[config.mk]
export PLATFORM = sky130hd
export DESIGN_NAME = pll_cand_search
export DESIGN_NICKNAME = d
export VERILOG_FILES = /design/src/rtl/pll_cand_pkg.sv /design/src/rtl/pll_cand_div.sv /design/src/rtl/pll_cand_walk.sv /design/src/rtl/pll_cand_search.sv
export SDC_FILE = /design/constraint.sdc
export NUM_CORES = 1
export LEC_CHECK = 0
export ABC_AREA = 1
export BUFFER_PORTS_ARGS = -buffer_cell sky130_fd_sc_hd__buf_4
export CAP_MARGIN = 20
export CORE_AREA = 2 2 339 207
export CTS_BUF_LIST = sky130_fd_sc_hd__clkbuf_8
export DETAILED_ROUTE_END_ITERATION = 6
export DIE_AREA = 0 0 341 209
export PLACE_DENSITY = 0.48
export SLEW_MARGIN = 20
export SYNTH_ARGS = -nofsm -noshare
export SYNTH_HDL_FRONTEND = slang
export SYNTH_SLANG_ARGS = --single-unit
[constraint.sdc]
create_clock -name clk -period 5.68 [get_ports clk]
set_input_delay 0.852 -clock clk [delete_from_list [all_inputs] [get_ports clk]]
set_output_delay 0.852 -clock clk [all_outputs]
set_load 0.02 [all_outputs]
[src/rtl/pll_cand_pkg.sv]
package pll_cand_pkg;

    typedef enum logic [3:0] {
        ST_IDLE,
        ST_NLO,
        ST_NHI,
        ST_NCHK,
        ST_FINT,
        ST_MLO,
        ST_MHI1,
        ST_MHI2,
        ST_MCHK,
        ST_OFFER,
        ST_DONE
    } srch_state_e;

    typedef struct packed {
        logic load;
        logic step;
    } walk_ctl_t;

endpackage

[src/rtl/pll_cand_div.sv]
module pll_cand_div #(
    parameter int W = 24
) (
    input  logic         clk,
    input  logic         rst,
    input  logic         go,
    input  logic [W-1:0] dividend,
    input  logic [W-1:0] divisor,
    output logic         done,
    output logic [W-1:0] quo,
    output logic [W-1:0] rem
);
    localparam int CW = $clog2(W + 1);

    logic          busy;
    logic [CW-1:0] cnt;
    logic [W-1:0]  acc;
    logic [W-1:0]  shq;
    logic [W-1:0]  dsr;
    logic [W:0]    trial;

    assign trial = {acc, shq[W-1]} - {1'b0, dsr};

    always_ff @(posedge clk) begin
        if (rst) begin
            busy <= 1'b0;
            done <= 1'b0;
            cnt  <= '0;
            acc  <= '0;
            shq  <= '0;
            dsr  <= '0;
        end else begin
            done <= 1'b0;
            if (go) begin
                busy <= 1'b1;
                cnt  <= CW'(W);
                acc  <= '0;
                shq  <= dividend;
                dsr  <= divisor;
            end else if (busy) begin
                if (!trial[W]) begin
                    acc <= trial[W-1:0];
                    shq <= {shq[W-2:0], 1'b1};
                end else begin
                    acc <= {acc[W-2:0], shq[W-1]};
                    shq <= {shq[W-2:0], 1'b0};
                end
                cnt <= cnt - CW'(1);
                if (cnt == CW'(1)) begin
                    busy <= 1'b0;
                    done <= 1'b1;
                end
            end
        end
    end

    assign quo = shq;
    assign rem = acc;
endmodule

[src/rtl/pll_cand_walk.sv]
module pll_cand_walk #(
    parameter int CW = 5
) (
    input  logic                  clk,
    input  logic                  rst,
    input  pll_cand_pkg::walk_ctl_t ctl,
    input  logic [CW-1:0]         lo,
    input  logic [CW-1:0]         hi,
    input  logic                  rev,
    output logic [CW-1:0]         cur,
    output logic                  at_end
);
    logic [CW-1:0] endv;
    logic          down;

    always_ff @(posedge clk) begin
        if (rst) begin
            cur  <= '0;
            endv <= '0;
            down <= 1'b0;
        end else if (ctl.load) begin
            cur  <= rev ? hi : lo;
            endv <= rev ? lo : hi;
            down <= rev;
        end else if (ctl.step) begin
            cur <= down ? cur - CW'(1) : cur + CW'(1);
        end
    end

    assign at_end = (cur == endv);
endmodule

[src/rtl/pll_cand_search.sv]
module pll_cand_search
    import pll_cand_pkg::*;
#(
    parameter int RATE_W   = 24,
    parameter int N_MAX    = 16,
    parameter int M_MAX    = 255,
    parameter int FINT_MIN = 1000,
    parameter int FINT_MAX = 20000,
    parameter int DCO_MAX  = 4000000,
    localparam int NW = $clog2(N_MAX + 1),
    localparam int MW = $clog2(M_MAX + 1)
) (
    input  logic              clk,
    input  logic              rst,
    input  logic              start,
    input  logic [RATE_W-1:0] clkin_rate,
    input  logic [RATE_W-1:0] pll_min,
    input  logic [RATE_W-1:0] pll_max,
    input  logic              reverse,
    output logic              cand_valid,
    output logic [NW-1:0]     cand_n,
    output logic [MW-1:0]     cand_m,
    output logic [RATE_W-1:0] cand_fint,
    output logic [RATE_W-1:0] cand_dco,
    input  logic              cand_accept,
    input  logic              cand_reject,
    output logic              done,
    output logic              found
);
    localparam logic [RATE_W-1:0] NMAX_V = RATE_W'(N_MAX);
    localparam logic [RATE_W-1:0] MMAX_V = RATE_W'(M_MAX);
    localparam logic [RATE_W-1:0] FMIN_V = RATE_W'(FINT_MIN);
    localparam logic [RATE_W-1:0] FMAX_V = RATE_W'(FINT_MAX);
    localparam logic [RATE_W-1:0] DCO_V  = RATE_W'(DCO_MAX);
    localparam logic [RATE_W-1:0] ONE_V  = RATE_W'(1);

    srch_state_e st, st_nxt;

    logic [RATE_W-1:0] r_clkin, r_min, r_pmax;
    logic              r_rev;
    logic [RATE_W-1:0] fint_q, n_lo_w, m_lo_w, lim1;

    logic              div_go, div_done;
    logic [RATE_W-1:0] div_a, div_b, div_q, div_r;

    walk_ctl_t         n_ctl, m_ctl;
    logic [NW-1:0]     n_cur;
    logic [MW-1:0]     m_cur;
    logic              n_end, m_end;

    logic [RATE_W:0]   ceil_w, half_up;
    logic [RATE_W-1:0] n_hi_c, m_hi_c, m_hi_a, q_half;
    logic              taking_start;

    assign ceil_w  = {1'b0, div_q} + {{RATE_W{1'b0}}, (div_r != '0)};
    assign half_up = (ceil_w + {{RATE_W{1'b0}}, 1'b1}) >> 1;
    assign q_half  = div_q >> 1;
    assign n_hi_c  = (div_q < NMAX_V) ? div_q : NMAX_V;
    assign m_hi_a  = (lim1 < q_half) ? lim1 : q_half;
    assign m_hi_c  = (m_hi_a < MMAX_V) ? m_hi_a : MMAX_V;
    assign taking_start = start && (st == ST_IDLE || st == ST_DONE);

    pll_cand_div #(.W(RATE_W)) u_div (
        .clk(clk), .rst(rst), .go(div_go),
        .dividend(div_a), .divisor(div_b),
        .done(div_done), .quo(div_q), .rem(div_r)
    );

    pll_cand_walk #(.CW(NW)) u_nwalk (
        .clk(clk), .rst(rst), .ctl(n_ctl),
        .lo(NW'(n_lo_w)), .hi(NW'(n_hi_c)), .rev(r_rev),
        .cur(n_cur), .at_end(n_end)
    );

    pll_cand_walk #(.CW(MW)) u_mwalk (
        .clk(clk), .rst(rst), .ctl(m_ctl),
        .lo(MW'(m_lo_w)), .hi(MW'(m_hi_c)), .rev(r_rev),
        .cur(m_cur), .at_end(m_end)
    );

    always_comb begin
        st_nxt = st;
        div_go = 1'b0;
        div_a  = r_clkin;
        div_b  = FMAX_V;
        n_ctl  = '0;
        m_ctl  = '0;
        unique case (st)
            ST_IDLE, ST_DONE: begin
                if (start) begin
                    div_go = 1'b1;
                    div_a  = clkin_rate;
                    div_b  = FMAX_V;
                    st_nxt = ST_NLO;
                end
            end
            ST_NLO: begin
                if (div_done) begin
                    div_go = 1'b1;
                    div_b  = FMIN_V;
                    st_nxt = ST_NHI;
                end
            end
            ST_NHI: begin
                if (div_done) begin
                    if (n_lo_w > n_hi_c) begin
                        st_nxt = ST_DONE;
                    end else begin
                        n_ctl.load = 1'b1;
                        st_nxt     = ST_NCHK;
                    end
                end
            end
            ST_NCHK: begin
                if (n_end) begin
                    st_nxt = ST_DONE;
                end else begin
                    div_go = 1'b1;
                    div_b  = RATE_W'(n_cur);
                    st_nxt = ST_FINT;
                end
            end
            ST_FINT: begin
                if (div_done) begin
                    div_go = 1'b1;
                    div_a  = r_min;
                    div_b  = div_q;
                    st_nxt = ST_MLO;
                end
            end
            ST_MLO: begin
                if (div_done) begin
                    div_go = 1'b1;
                    div_a  = r_pmax;
                    div_b  = fint_q;
                    st_nxt = ST_MHI1;
                end
            end
            ST_MHI1: begin
                if (div_done) begin
                    div_go = 1'b1;
                    div_a  = DCO_V;
                    div_b  = fint_q;
                    st_nxt = ST_MHI2;
                end
            end
            ST_MHI2: begin
                if (div_done) begin
                    if (m_lo_w > m_hi_c) begin
                        n_ctl.step = 1'b1;
                        st_nxt     = ST_NCHK;
                    end else begin
                        m_ctl.load = 1'b1;
                        st_nxt     = ST_MCHK;
                    end
                end
            end
            ST_MCHK: begin
                if (m_end) begin
                    n_ctl.step = 1'b1;
                    st_nxt     = ST_NCHK;
                end else begin
                    st_nxt = ST_OFFER;
                end
            end
            ST_OFFER: begin
                if (cand_accept) begin
                    st_nxt = ST_DONE;
                end else if (cand_reject) begin
                    m_ctl.step = 1'b1;
                    st_nxt     = ST_MCHK;
                end
            end
            default: st_nxt = ST_IDLE;
        endcase
    end

    always_ff @(posedge clk) begin
        if (rst) begin
            st      <= ST_IDLE;
            r_clkin <= '0;
            r_min   <= '0;
            r_pmax  <= '0;
            r_rev   <= 1'b0;
            fint_q  <= '0;
            n_lo_w  <= '0;
            m_lo_w  <= '0;
            lim1    <= '0;
            done    <= 1'b0;
            found   <= 1'b0;
        end else begin
            st <= st_nxt;
            if (taking_start) begin
                r_clkin <= clkin_rate;
                r_min   <= pll_min;
                r_pmax  <= (pll_max == '0) ? '1 : pll_max;
                r_rev   <= reverse;
                done    <= 1'b0;
                found   <= 1'b0;
            end
            if (div_done) begin
                unique case (st)
                    ST_NLO:  n_lo_w <= (ceil_w == '0) ? ONE_V : RATE_W'(ceil_w);
                    ST_FINT: fint_q <= div_q;
                    ST_MLO:  m_lo_w <= (half_up == '0) ? ONE_V : RATE_W'(half_up);
                    ST_MHI1: lim1   <= q_half;
                    default: ;
                endcase
            end
            if (st != ST_DONE && st_nxt == ST_DONE) begin
                done <= 1'b1;
                if (st == ST_OFFER) found <= 1'b1;
            end
        end
    end

    assign cand_valid = (st == ST_OFFER);
    assign cand_n     = n_cur;
    assign cand_m     = m_cur;
    assign cand_fint  = fint_q;
    assign cand_dco   = RATE_W'(fint_q * RATE_W'(m_cur) * RATE_W'(2));
endmodule

-- Word-level counts from Yosys, hierarchy flattened
Cells that the tools add are included.
- add/sub/neg operators: 8
- multipliers: 1
- $lt $le $gt $ge: 5
- eq/ne operators: 15
- mux-type cells: 72
- bitwise gates (word level): 1
- reduce and logical (&&, ||, !) cells: 21
- operators by type and width (operator ; number):
    24-bit two-way mux ; 13
    24-bit one-hot mux with 4 select lines ; 2
    4-bit two-way mux ; 13
    25-bit logical NOT ; 2
    23-bit two-way mux ; 2
    8-bit two-way mux ; 5
    4-bit one-hot mux with 10 select lines ; 1
    5-bit two-way mux ; 7
    15-bit two-way mux ; 2
    24-bit by 1-bit adder with 25-bit output ; 1
    25-bit by 1-bit adder with 25-bit output, second input constant ; 1
    1-bit two-way mux ; 25
    25-bit by 24-bit subtractor with 25-bit output ; 1
    24-bit by 23-bit > comparator with 1-bit output ; 1
    24-bit > comparator ; 1
    24-bit logical NOT ; 1
    24-bit by 5-bit less-than comparator with 1-bit output, second input constant ; 1
    24-bit by 8-bit multiplier with 23-bit output ; 1
    24-bit nonzero test ; 1
    23-bit less-than comparator ; 1
    23-bit by 8-bit less-than comparator with 1-bit output, second input constant ; 1
    4-bit by 3-bit equality test with 1-bit output, second input constant ; 4
    4-bit equality test, second input constant ; 4
    5-bit by 1-bit subtractor with 5-bit output, second input constant ; 2
    20 further kinds ; 30
- flip-flop bits (word level): 281
- input bits: 78
- output and inout bits: 64
- logic and storage cells: 147

-- Depth between registers and ports, before layout
- word-level depth: 11
- mapped depth: 34
- mapped depth without buffers: 32

-- Hierarchy
Synthesis repeated with hierarchy kept, for this count alone.
- cell total of the unflattened synthesis: 3556
- area, all modules: 23198.5 um^2
- by module, submodules not included (module ; times used ; cells an instance ; area an instance (um^2) ; sequential area each (um^2)):
    pll_cand_search ; 1 ; 2384 ; 15841.4 ; 3483.3
    pll_cand_div ; 1 ; 861 ; 5323.9 ; 1581.5
    pll_cand_walk (u_mwalk) ; 1 ; 194 ; 1277.5 ; 340.3
    pll_cand_walk (u_nwalk) ; 1 ; 117 ; 755.7 ; 220.2

-- Worst setup path before layout
No wires, ideal clock.
- path kind: register -> output
- from: register u_mwalk.cur[4]
- to: output port cand_dco[23]
- arrival: 5112 ps
- required time: 4828 ps
- setup slack: -284 ps
- cell stages (with the launch flop): 22
- buffers on the path: 2
- cell sequence: dfxtp_1 clkbuf_1 buf_1 nand2_1 inv_1 fa_1 fa_1 fa_1 inv_1 fa_1 inv_1 ha_1 a21o_1 nand3_1 nand2_1 a21oi_1 o21ai_0 a21oi_1 o21ai_0 nand2_1 nand3_1 xor2_1
- longest elaborated chain between the ends: 1
- RTL lines (element ; RTL line ; text):
    start: declaration ; pll_cand_walk.sv:10 ; output logic [CW-1:0] cur,
    start signal: assignment ; pll_cand_walk.sv:22 ; cur <= rev ? hi : lo;
    start signal: assignment ; pll_cand_walk.sv:26 ; cur <= down ? cur - CW'(1) : cur + CW'(1);
    24-bit by 8-bit multiplier with 23-bit output ; pll_cand_search.sv:221 ; assign cand_dco = RATE_W'(fint_q * RATE_W'(m_cur) * RATE_W'(2));
    end: declaration ; pll_cand_search.sv:24 ; output logic [RATE_W-1:0] cand_dco,
Every way passes these cells.

-- Worst setup path after layout
- from: register u_mwalk.cur[4]
- to: output port cand_dco[20]
The elaborated chain is that of the path after synthesis.

==> flow_summary_export.csv <==
group,metric,value,unit
synthesis,synth_enable_flop_cells,0,
clock_network,cts_tree,"done",
clock_network,clockRootBuffer,"clkbuf_8",
synthesis,synth.distinct_cells,58,
clock_network,cts_sinks,281,
critical_path,cpMostUsedCell,"nand2_1",
job,drv_cap,0,
clock_network,insertion_delay,640,ps
cells_and_area,final_cell_mix,"nand2_1 (820), inv_1 (441), buf_4 (312)",
sta,setup_viol,5,
global_route,grt_max_degree,90,
route,drc,0,
critical_path,worstPathRequired,4830,ps
place,portBuffers,140,
global_route,grt_pass1_wl,129000,um
critical_path,arrival,4920,ps
route,via_per_inst,4.94,
critical_path,crit_path_cell_trace,"buf_12 > buf_4 > buf_12 > nand2_1 > inv_1 > fa_1 > fa_1 > fa_2 > fa_2 > ha_1 > nand2_1 > o21ai_1 > o21bai_4 > nand2_1 > nand2_1 > xor2_1 > buf_4",
die,start_util,0.324,
cells_and_area,final_nets,3850,
global_route,antenna_found_initial,0,
die,die_x,341,um
sta,min_period_over_period,1.02,
critical_path,worst-path-buf-inv,5,
synthesis,synth_area,0.0222,mm^2
synthesis,ys.flop_type,"dfxtp_1",
sta,finClkSkew,39.5,ps
die,die_h,209,um
sta,timing.final.crit_period,5770,ps
cells_and_area,drive_gt1_frac,0.170,
synthesis,yosys_warnings,0,
global_route,overflow,0,
critical_path,cp_top_family,"adder cells",
synthesis,synthArstFlopShare,0,
clock_network,cts_inserted_buffers,46,
die,rows,75,
sta,rsz0062_at_grt,"yes",
power_and_ir_drop,peakVddDrop,0.000478,V
place,dp_hpwl,64100,um
route,vias,22100,
synthesis,postSynthCellCount,3262,
worst_hold_path,holdCritPathClass,"primary input to flop",
critical_path,path_max_fanout,7,
cells_and_area,antenna_cells,0,
critical_path,slowest_stage,"fa_2",
synthesis,yosysSeqAreaShare,0.253,
sta,hold_violations,0,
power_and_ir_drop,powerDensity,344,mW/mm^2
sta,holdWs,440,ps
cells_and_area,synthToLayoutAreaGrowth,21.2,%
critical_path,crit-reg2reg-launch,"u_div.quo[17]$_SDFFE_PP0P_",
die,ios,142,
clock_network,cts.path.max_buffers,3,
status,outcome,"finished with violations",
worst_hold_path,min_from,"pll_min[11]",
synthesis,synth-seq-cells,281,
sta,tightest_slew,1070,ps
sta,setup_ws,-93.8,ps
clock_network,cts.clk_slew.worst_paths,60,ps
power_and_ir_drop,power_leakage,12.9,nW
critical_path,cpPeakStageDelay,600,ps
global_route,grt_pass1_vias,21100,
critical_path,startpoint_type,"flop",
die,dieArea,0.0713,mm^2
route,drt_iter0_markers,2032,
sta,fmax,173,MHz
route,antenna_left,0,
place,dp_slack,-54.6,ps
synthesis,syn_area_per_cell,6.82,um^2
place,place.gp.congestion,0.912,
global_route,track_usage,0.232,
clock_network,htreeDepth,2,
route,drt_first_pass_iters,5,
route,avgRoutedWirePerCell,18.6,um
critical_path,startpoint,"u_mwalk.cur[4]$_SDFFE_PP0P_",
route,wirelength,83400,um
critical_path,crit_type,"flop to output pin",
sta,final.setup.tns,-243,ps
cells_and_area,fill_cells,7370,
status,violations,"negative setup slack",
sta,maxSlewViolCount,0,
sta,max-slew-margin-rel,0.285,
critical_path,end_kind,"output pin",
die,core_region_area,0.0686,mm^2
cells_and_area,final_common_cell,"nand2_1",
report_power, final:
part	internal [W]	switching, W	total, W
clock network	0.000936	0.000913	0.00185
registers	0.00215	0.000159	0.00231
logic	0.00177	0.00335	0.00511
total	0.00485	0.00442	0.00927
cell type report:
cell class                      count  area [um^2]  share of cell area
Clock buffer                       53          729              0.0271
Clock inverter                     23          154             0.00571
Inverter                          470         1770              0.0656
Multi-Input combinational cell   2391        14700               0.546
Sequential cell                   281         5670               0.210
Tap cell                          924         1160              0.0429
Timing Repair Buffer              338         2750               0.102
state kept, by name (all words and copies together) (netlist names), 8 cells and up:
signal        cells
cand_fint        24
m_lo_w           24
n_lo_w           24
r_clkin          24
r_min            24
r_pmax           24
u_div.dsr        24
u_div.quo        24
u_div.rem        24
lim1             23
u_mwalk.cur       8
u_mwalk.endv      8
per-layer routing:
layer / routed length, um / global-route usage / up-vias
met5: 0 / 0 / -
met4: 903 / 0.0310 / 0
met3: 4910 / 0.0347 / 71
met2: 32100 / 0.318 / 547
met1: 45500 / 0.379 / 10400
li1: - / - / 11000
cell families after synthesis:
kind of cell	count (synthesis)	share of synthesized area
XOR/XNOR	74	0.0292
AND/OR/NAND/NOR	1380	0.268
AO/OA/AOI/OAI	658	0.168
buffers and inverters	623	0.109
adder cells (fa/ha/maj)	244	0.173
flip-flops	281	0.253
other	2	0.000338
repair_timing:
item	4_1_cts	5_1_grt
resized for setup	102	46
pin swaps	62	42
cloned	2	0
buffers inserted	26	18
hold buffers	0	0
endpoints found under the setup margin	12	10
cell usage after synthesis (all sizes together) (4+ instances only):
master | number | area share
a211oi | 12 | 0.0041
a21oi | 288 | 0.065
o21bai | 7 | 0.0024
o221ai | 8 | 0.0032
a22oi | 5 | 0.0017
nand3 | 122 | 0.032
xor2 | 39 | 0.015
o21a | 4 | 0.0014
nand2 | 867 | 0.15
inv | 463 | 0.078
o21ai | 197 | 0.044
ha | 139 | 0.078
o2111ai | 19 | 0.0075
nor3 | 25 | 0.0061
nor2 | 291 | 0.057
o211ai | 42 | 0.014
nand4 | 52 | 0.015
a21o | 8 | 0.0027
a221oi | 9 | 0.0035
nor4 | 14 | 0.0039
buf | 45 | 0.011
dfxtp | 281 | 0.25
xnor2 | 35 | 0.014
clkinv | 7 | 0.0012
fa | 105 | 0.095
clkbuf | 108 | 0.018
a31oi | 34 | 0.0096
o22ai | 14 | 0.0039
worst reg2reg max path: cells and delay by family, from the launching register on:
family | cells | cell delay [ps]
simple gates | 15 | 1970
fa+ha+maj | 2 | 570
buf+inv | 5 | 870
flops | 1 | 520
compound gates | 7 | 1130
worst paths after layout:
path / slack [ps] / endpoint / depth (start not counted)
min: 440 / r_min[11]$_SDFFE_PP0P_ / 3
max: -90 / cand_dco[20] / 17
max reg2reg: 510 / u_mwalk.cur[0]$_SDFFE_PP0P_ / 29
min reg2reg: 460 / r_clkin[8]$_SDFFE_PP0P_ / 2
stage by stage:
stage	std cells	power (W)	utilization	instance area (um^2)
3_5_place_dp	4355	0.00737	0.366	25100
5_1_grt	4480	0.0101	0.393	27000
4_1_cts	4459	0.00925	0.389	26700
6_report	4480	0.00927	0.393	27000
2_1_floorplan	3295	0.00583	-	22400
3_3_place_gp	4355	0.00739	0.366	25100
(Power assumes the default switching activity.)
